$ cat config.mk
export PLATFORM = sky130hd
export DESIGN_NAME = gpio_irq_aggregator
export DESIGN_NICKNAME = d
export VERILOG_FILES = /design/src/rtl/gpio_irq_pkg.sv /design/src/rtl/gpio_edge_detect.sv /design/src/rtl/gpio_cause_regs.sv /design/src/rtl/gpio_group_reduce.sv /design/src/rtl/gpio_irq_aggregator.sv
export SDC_FILE = /design/constraint.sdc
export NUM_CORES = 1
export LEC_CHECK = 0
export BUFFER_PORTS_ARGS = -buffer_cell sky130_fd_sc_hd__buf_4
export CORE_ASPECT_RATIO = 0.7
export CORE_MARGIN = 5
export CORE_UTILIZATION = 30
export CTS_CLUSTER_DIAMETER = 50
export DETAILED_ROUTE_END_ITERATION = 7
export PLACE_DENSITY = 0.48
export SYNTH_ARGS = -nofsm -noshare
export SYNTH_HDL_FRONTEND = slang
export SYNTH_SLANG_ARGS = --single-unit
$ cat constraint.sdc
create_clock -name clk -period 3.6 [get_ports clk]
set_input_delay 0.36 -clock clk [delete_from_list [all_inputs] [get_ports clk]]
set_output_delay 0.36 -clock clk [all_outputs]
set_load 0.03 [all_outputs]
$ cat src/rtl/gpio_irq_pkg.sv
package gpio_irq_pkg;

    localparam int NPINS    = 32;
    localparam int GRP_SIZE = 8;
    localparam int NGRP     = NPINS / GRP_SIZE;
    localparam int ADDR_W   = 8;

    localparam logic [ADDR_W-1:0] CAUSE_ADDR = 8'h14;
    localparam logic [ADDR_W-1:0] EMASK_BASE = 8'h18;
    localparam logic [ADDR_W-1:0] LMASK_BASE = 8'h1C;

    typedef struct packed {
        logic [NPINS-1:0] cause;
        logic [NPINS-1:0] emask;
        logic [NPINS-1:0] lmask;
    } irq_regs_t;

endpackage

$ cat src/rtl/gpio_edge_detect.sv
module gpio_edge_detect #(
    parameter int W = 32
) (
    input  logic         clk,
    input  logic         rst_n,
    input  logic [W-1:0] pin_i,
    output logic [W-1:0] rise_o
);
    logic [W-1:0] prev_d, prev_q;

    always_comb begin
        prev_d = pin_i;
        rise_o = pin_i & ~prev_q;
    end

    // Reset to all ones: a line must be seen low before a rise counts.
    always_ff @(posedge clk) begin
        if (!rst_n) prev_q <= '1;
        else        prev_q <= prev_d;
    end
endmodule

$ cat src/rtl/gpio_cause_regs.sv
module gpio_cause_regs
    import gpio_irq_pkg::*;
#(
    parameter int                NP       = NPINS,
    parameter logic [ADDR_W-1:0] MASK_OFS = '0
) (
    input  logic              clk,
    input  logic              rst_n,
    input  logic              wr_i,
    input  logic [ADDR_W-1:0] addr_i,
    input  logic [NP-1:0]     wdata_i,
    input  logic [NP-1:0]     rise_i,
    output logic [NP-1:0]     cause_o,
    output logic [NP-1:0]     emask_o,
    output logic [NP-1:0]     lmask_o,
    output logic [NP-1:0]     rdata_o
);
    localparam logic [ADDR_W-1:0] EMASK_ADDR = EMASK_BASE + MASK_OFS;
    localparam logic [ADDR_W-1:0] LMASK_ADDR = LMASK_BASE + MASK_OFS;

    typedef struct packed {
        logic [NP-1:0] cause;
        logic [NP-1:0] emask;
        logic [NP-1:0] lmask;
    } regs_t;

    regs_t r_d, r_q;
    logic  hit_cause, hit_emask, hit_lmask;

    always_comb begin
        hit_cause = wr_i && (addr_i == CAUSE_ADDR);
        hit_emask = wr_i && (addr_i == EMASK_ADDR);
        hit_lmask = wr_i && (addr_i == LMASK_ADDR);

        r_d = r_q;
        // Write-zero-to-clear, with a new rise overriding the clear.
        if (hit_cause) r_d.cause = r_q.cause & wdata_i;
        r_d.cause = r_d.cause | rise_i;
        if (hit_emask) r_d.emask = wdata_i;
        if (hit_lmask) r_d.lmask = wdata_i;

        unique case (1'b1)
            (addr_i == CAUSE_ADDR): rdata_o = r_q.cause;
            (addr_i == EMASK_ADDR): rdata_o = r_q.emask;
            (addr_i == LMASK_ADDR): rdata_o = r_q.lmask;
            default:                rdata_o = '0;
        endcase

        cause_o = r_q.cause;
        emask_o = r_q.emask;
        lmask_o = r_q.lmask;
    end

    always_ff @(posedge clk) begin
        if (!rst_n) r_q <= '0;
        else        r_q <= r_d;
    end
endmodule

$ cat src/rtl/gpio_group_reduce.sv
module gpio_group_reduce #(
    parameter int NP   = 32,
    parameter int GS   = 8,
    localparam int NG  = NP / GS
) (
    input  logic          clk,
    input  logic          rst_n,
    input  logic [NP-1:0] pend_i,
    output logic [NG-1:0] irq_o
);
    logic [NG-1:0] irq_d, irq_q;

    for (genvar g = 0; g < NG; g++) begin : g_grp
        always_comb irq_d[g] = |pend_i[g*GS +: GS];
    end

    always_ff @(posedge clk) begin
        if (!rst_n) irq_q <= '0;
        else        irq_q <= irq_d;
    end

    assign irq_o = irq_q;
endmodule

$ cat src/rtl/gpio_irq_aggregator.sv
module gpio_irq_aggregator
    import gpio_irq_pkg::*;
#(
    parameter logic [ADDR_W-1:0] MASK_OFS = '0
) (
    input  logic              clk,
    input  logic              rst_n,
    input  logic [NPINS-1:0]  pin_level_i,
    input  logic              bus_wr_i,
    input  logic [ADDR_W-1:0] bus_addr_i,
    input  logic [NPINS-1:0]  bus_wdata_i,
    output logic [NPINS-1:0]  bus_rdata_o,
    output logic [NPINS-1:0]  pend_word_o,
    output logic [NGRP-1:0]   irq_o
);
    logic [NPINS-1:0] rise_w, cause_w, emask_w, lmask_w;

    gpio_edge_detect #(.W(NPINS)) u_edge (
        .clk    (clk),
        .rst_n  (rst_n),
        .pin_i  (pin_level_i),
        .rise_o (rise_w)
    );

    gpio_cause_regs #(.NP(NPINS), .MASK_OFS(MASK_OFS)) u_regs (
        .clk     (clk),
        .rst_n   (rst_n),
        .wr_i    (bus_wr_i),
        .addr_i  (bus_addr_i),
        .wdata_i (bus_wdata_i),
        .rise_i  (rise_w),
        .cause_o (cause_w),
        .emask_o (emask_w),
        .lmask_o (lmask_w),
        .rdata_o (bus_rdata_o)
    );

    always_comb pend_word_o = (pin_level_i & lmask_w) | (cause_w & emask_w);

    gpio_group_reduce #(.NP(NPINS), .GS(GRP_SIZE)) u_grp (
        .clk    (clk),
        .rst_n  (rst_n),
        .pend_i (pend_word_o),
        .irq_o  (irq_o)
    );
endmodule

==> out/results.txt <==
Run status = completed
IR drop worst, VDD = 238 uV
Logic pwr share = 6.8%
Final hold violation count = 0
Total CTS buffers = 17
Hold Path End = u_edge.prev_q[29]
Post-synth top cells = dfxtp_1 (132), nand2_1 (96), mux2i_1 (64)
Total Wirelength = 18.2 mm
Num rows = 43
Drt pass-1 iters = 5
Worst skew pair latency = 420 ps
PwrDens = 462 nW/um2
CP startpoint kind = input pin
ANT nets after route = 0
CTS resizes = 0
First-pass GRT wire length = 28.7 mm
Sink Count = 132
Synth async-reset ratio = 0%
Tot GR Track Use = 16.2%
Fill count = 1,989
Psw = 810 uW
Reg-to-Reg Start = u_regs.lmask_o[14]
Max Slew Vio Count = 0
Setup Fix Bufs, Post-CTS = 0
Critical Path Sink Type = primary output
Post-DP HPWL = 11.8 mm
Die height = 127 um
Number of flops mapped to enable cells by yosys = 0
Yosys reg bits = 132
FF-to-FF End = u_grp.irq_o[1]
Vias in the first global route = 5,381
Largest net degree at the start of global routing = 84
Sequential element share of the synthesized area = 44.7%
GRT overflow = 0
Int Pwr = 2780 uW
CTS tree = done
Worst-margin pin slew = 999 ps
Vias per cell = 4.95
Seq pwr share = 42.3%
Number of synthesis warnings = 0
Post-synthesis instance total = 649
GPL Wtd Cong = 0.754
Sw Ratio = 22.5%
Clock tree buffer depth = 2
Max-cap violations = 0
Clock Power Share = 50.9%
Distinct cells, synth = 25
Mapped Nets = 724
DRC = 0
Predominant post-synthesis flop cell = dfxtp_1
Ratio of cells with drive above 1 in the final layout = 27.9%
Diode count = 0
Worst Path Max Fanout = 32
Core area = 19,600 um2
# port buffers = 142
RSZ-0062 raised after global routing = no
DRT iter0 DRCs = 236
Total Nets Final = 844
Ports = 143
Clock slew at reported path FFs = 60 ps
Die footprint = 22,700 um2
Cell taking the most area after synthesis = dfxtp_1
Fmax = 394 MHz
Setup CP Type = input pin to primary output
Worst-case clock skew = 7.86 ps
Cells on worst reg2reg path = 3
Die X = 178 um
Fin Hold WS = 138 ps
Starting density of the core = 30.2%
Final setup fails = 0
Reg2Reg Setup Slack = 2310 ps
CP Data Required Time = 3240 ps
Hold Path Depth = 2
Clock root cell = clkbuf_16
Crit path DAT = 2180 ps
Worst hold-check path type = input pin to flip-flop
Relative slew margins = 33.4%
Max H-tree Level = 4
Period utilization = 70.6%
Mapped Area = 5910 um2
Design Power = 3590 uW
Static leakage = 0.00325 uW
Fin Setup TNS = 0 ps
Most numerous cell in the Yosys netlist = dfxtp_1
Mean Syn Cell Area = 9.11 um2
Hold Path Origin = pin_level_i[29]
Vias = 5,200
Synth-to-Final Area Change = 31.6%
Clock period minus worst slack = 2540 ps
Area taken by flip-flops and latches = 2640 um2
Hold_buf cts = 0
Routed len/inst = 17.4 um
Leading post-synthesis cells by cell area = dfxtp_1 (45%), mux2i_1 (11%), mux2_2 (6.1%)
Initial antenna violation count = 0
Top-area cell type share of the netlist area = 44.7%
Area of the multi-input gates = 3050 um2
-- routing by layer --
| layer | vias to the layer above | global-route usage [%] | part of all wire [%] |
|---|---|---|---|
| li1 | 2519 | - | - |
| met1 | 2507 | 21.9 | 48 |
| met2 | 153 | 24.7 | 44 |
| met3 | 21 | 5.06 | 6.4 |
| met4 | 0 | 5.09 | 1.3 |
| met5 | - | 0 | 0 |
-- flip-flops by register name, indices dropped and copies added, names as in the netlist --
name,count
u_edge.prev_q,32
u_regs.cause_o,32
u_regs.emask_o,32
u_regs.lmask_o,32
u_grp.irq_o,4
-- worst max path at each step --
stage                                 end     startpoint  cells past startpoint  slack, ps
final                     bus_rdata_o[14]  bus_addr_i[7]                      5       1060
after CTS                 bus_rdata_o[14]  bus_addr_i[7]                      5       1030
after global placement    bus_rdata_o[14]  bus_addr_i[7]                      5       1010
after detailed placement  bus_rdata_o[14]  bus_addr_i[7]                      5       1040
after global routing      bus_rdata_o[13]  bus_addr_i[7]                      5        970
after floorplan            bus_rdata_o[0]  bus_addr_i[7]                      5       1300
-- per-stage QoR --
step	utilization, %	cells	setup slack [ps]	cell area (um2)
after floorplan	-	649	1300	5910
after CTS	39.7	1051	1030	7780
after global routing	39.7	1051	969	7780
after global placement	36.6	1020	1010	7160
final	39.7	1051	1060	7780
after detailed placement	36.6	1020	1040	7160
-- worst max-delay path, stage by stage --
cell,delay (ps)
buf_4,110
or4_4,560
or2_2,620
nor2_1,320
buf_4,210
-- layout by cell type, fill, tap and decap left out, drive strengths merged, types with 3 or more instances in the layout --
cell type	instances
a22o	32
a21boi	4
a22oi	32
nand2b	34
nand2	96
mux2i	64
nor3	34
a21oi	32
nor2	32
clkbuf	18
bufinv	4
clkinvlp	3
dfxtp	132
buf	148
clkinv	6
o21ai	32
nor2b	33
nor4	8
mux2	32
-- power groups by stage --
stage	clock, uW	combinational (uW)	sequential [uW]
after CTS	1880	248	1520
final	1830	246	1520
after global routing	1940	274	1520
after floorplan	0	131	1550
after global placement	0	241	1550
after detailed placement	0	248	1550
-- area by class of cell --
class	count	share of cell area (%)
repair buffers	148	14.4
multi-input cells	469	39.2
clock inverters	13	2.36
well taps	270	4.34
clock buffers	18	5.64
flip-flops and latches	132	34.0
inverters	1	0.0482
-- cells by family after synthesis --
kind of cell           after synthesis  share of synthesized area, %
AOI/OAI and AO/OA                  132                          14.7
buffers and inverters               48                          4.08
DFF                                132                          44.7
muxes                               96                          16.9
and+or+nand+nor                    241                          19.6
No activity file was read; power rests on OpenSTA's default activity.
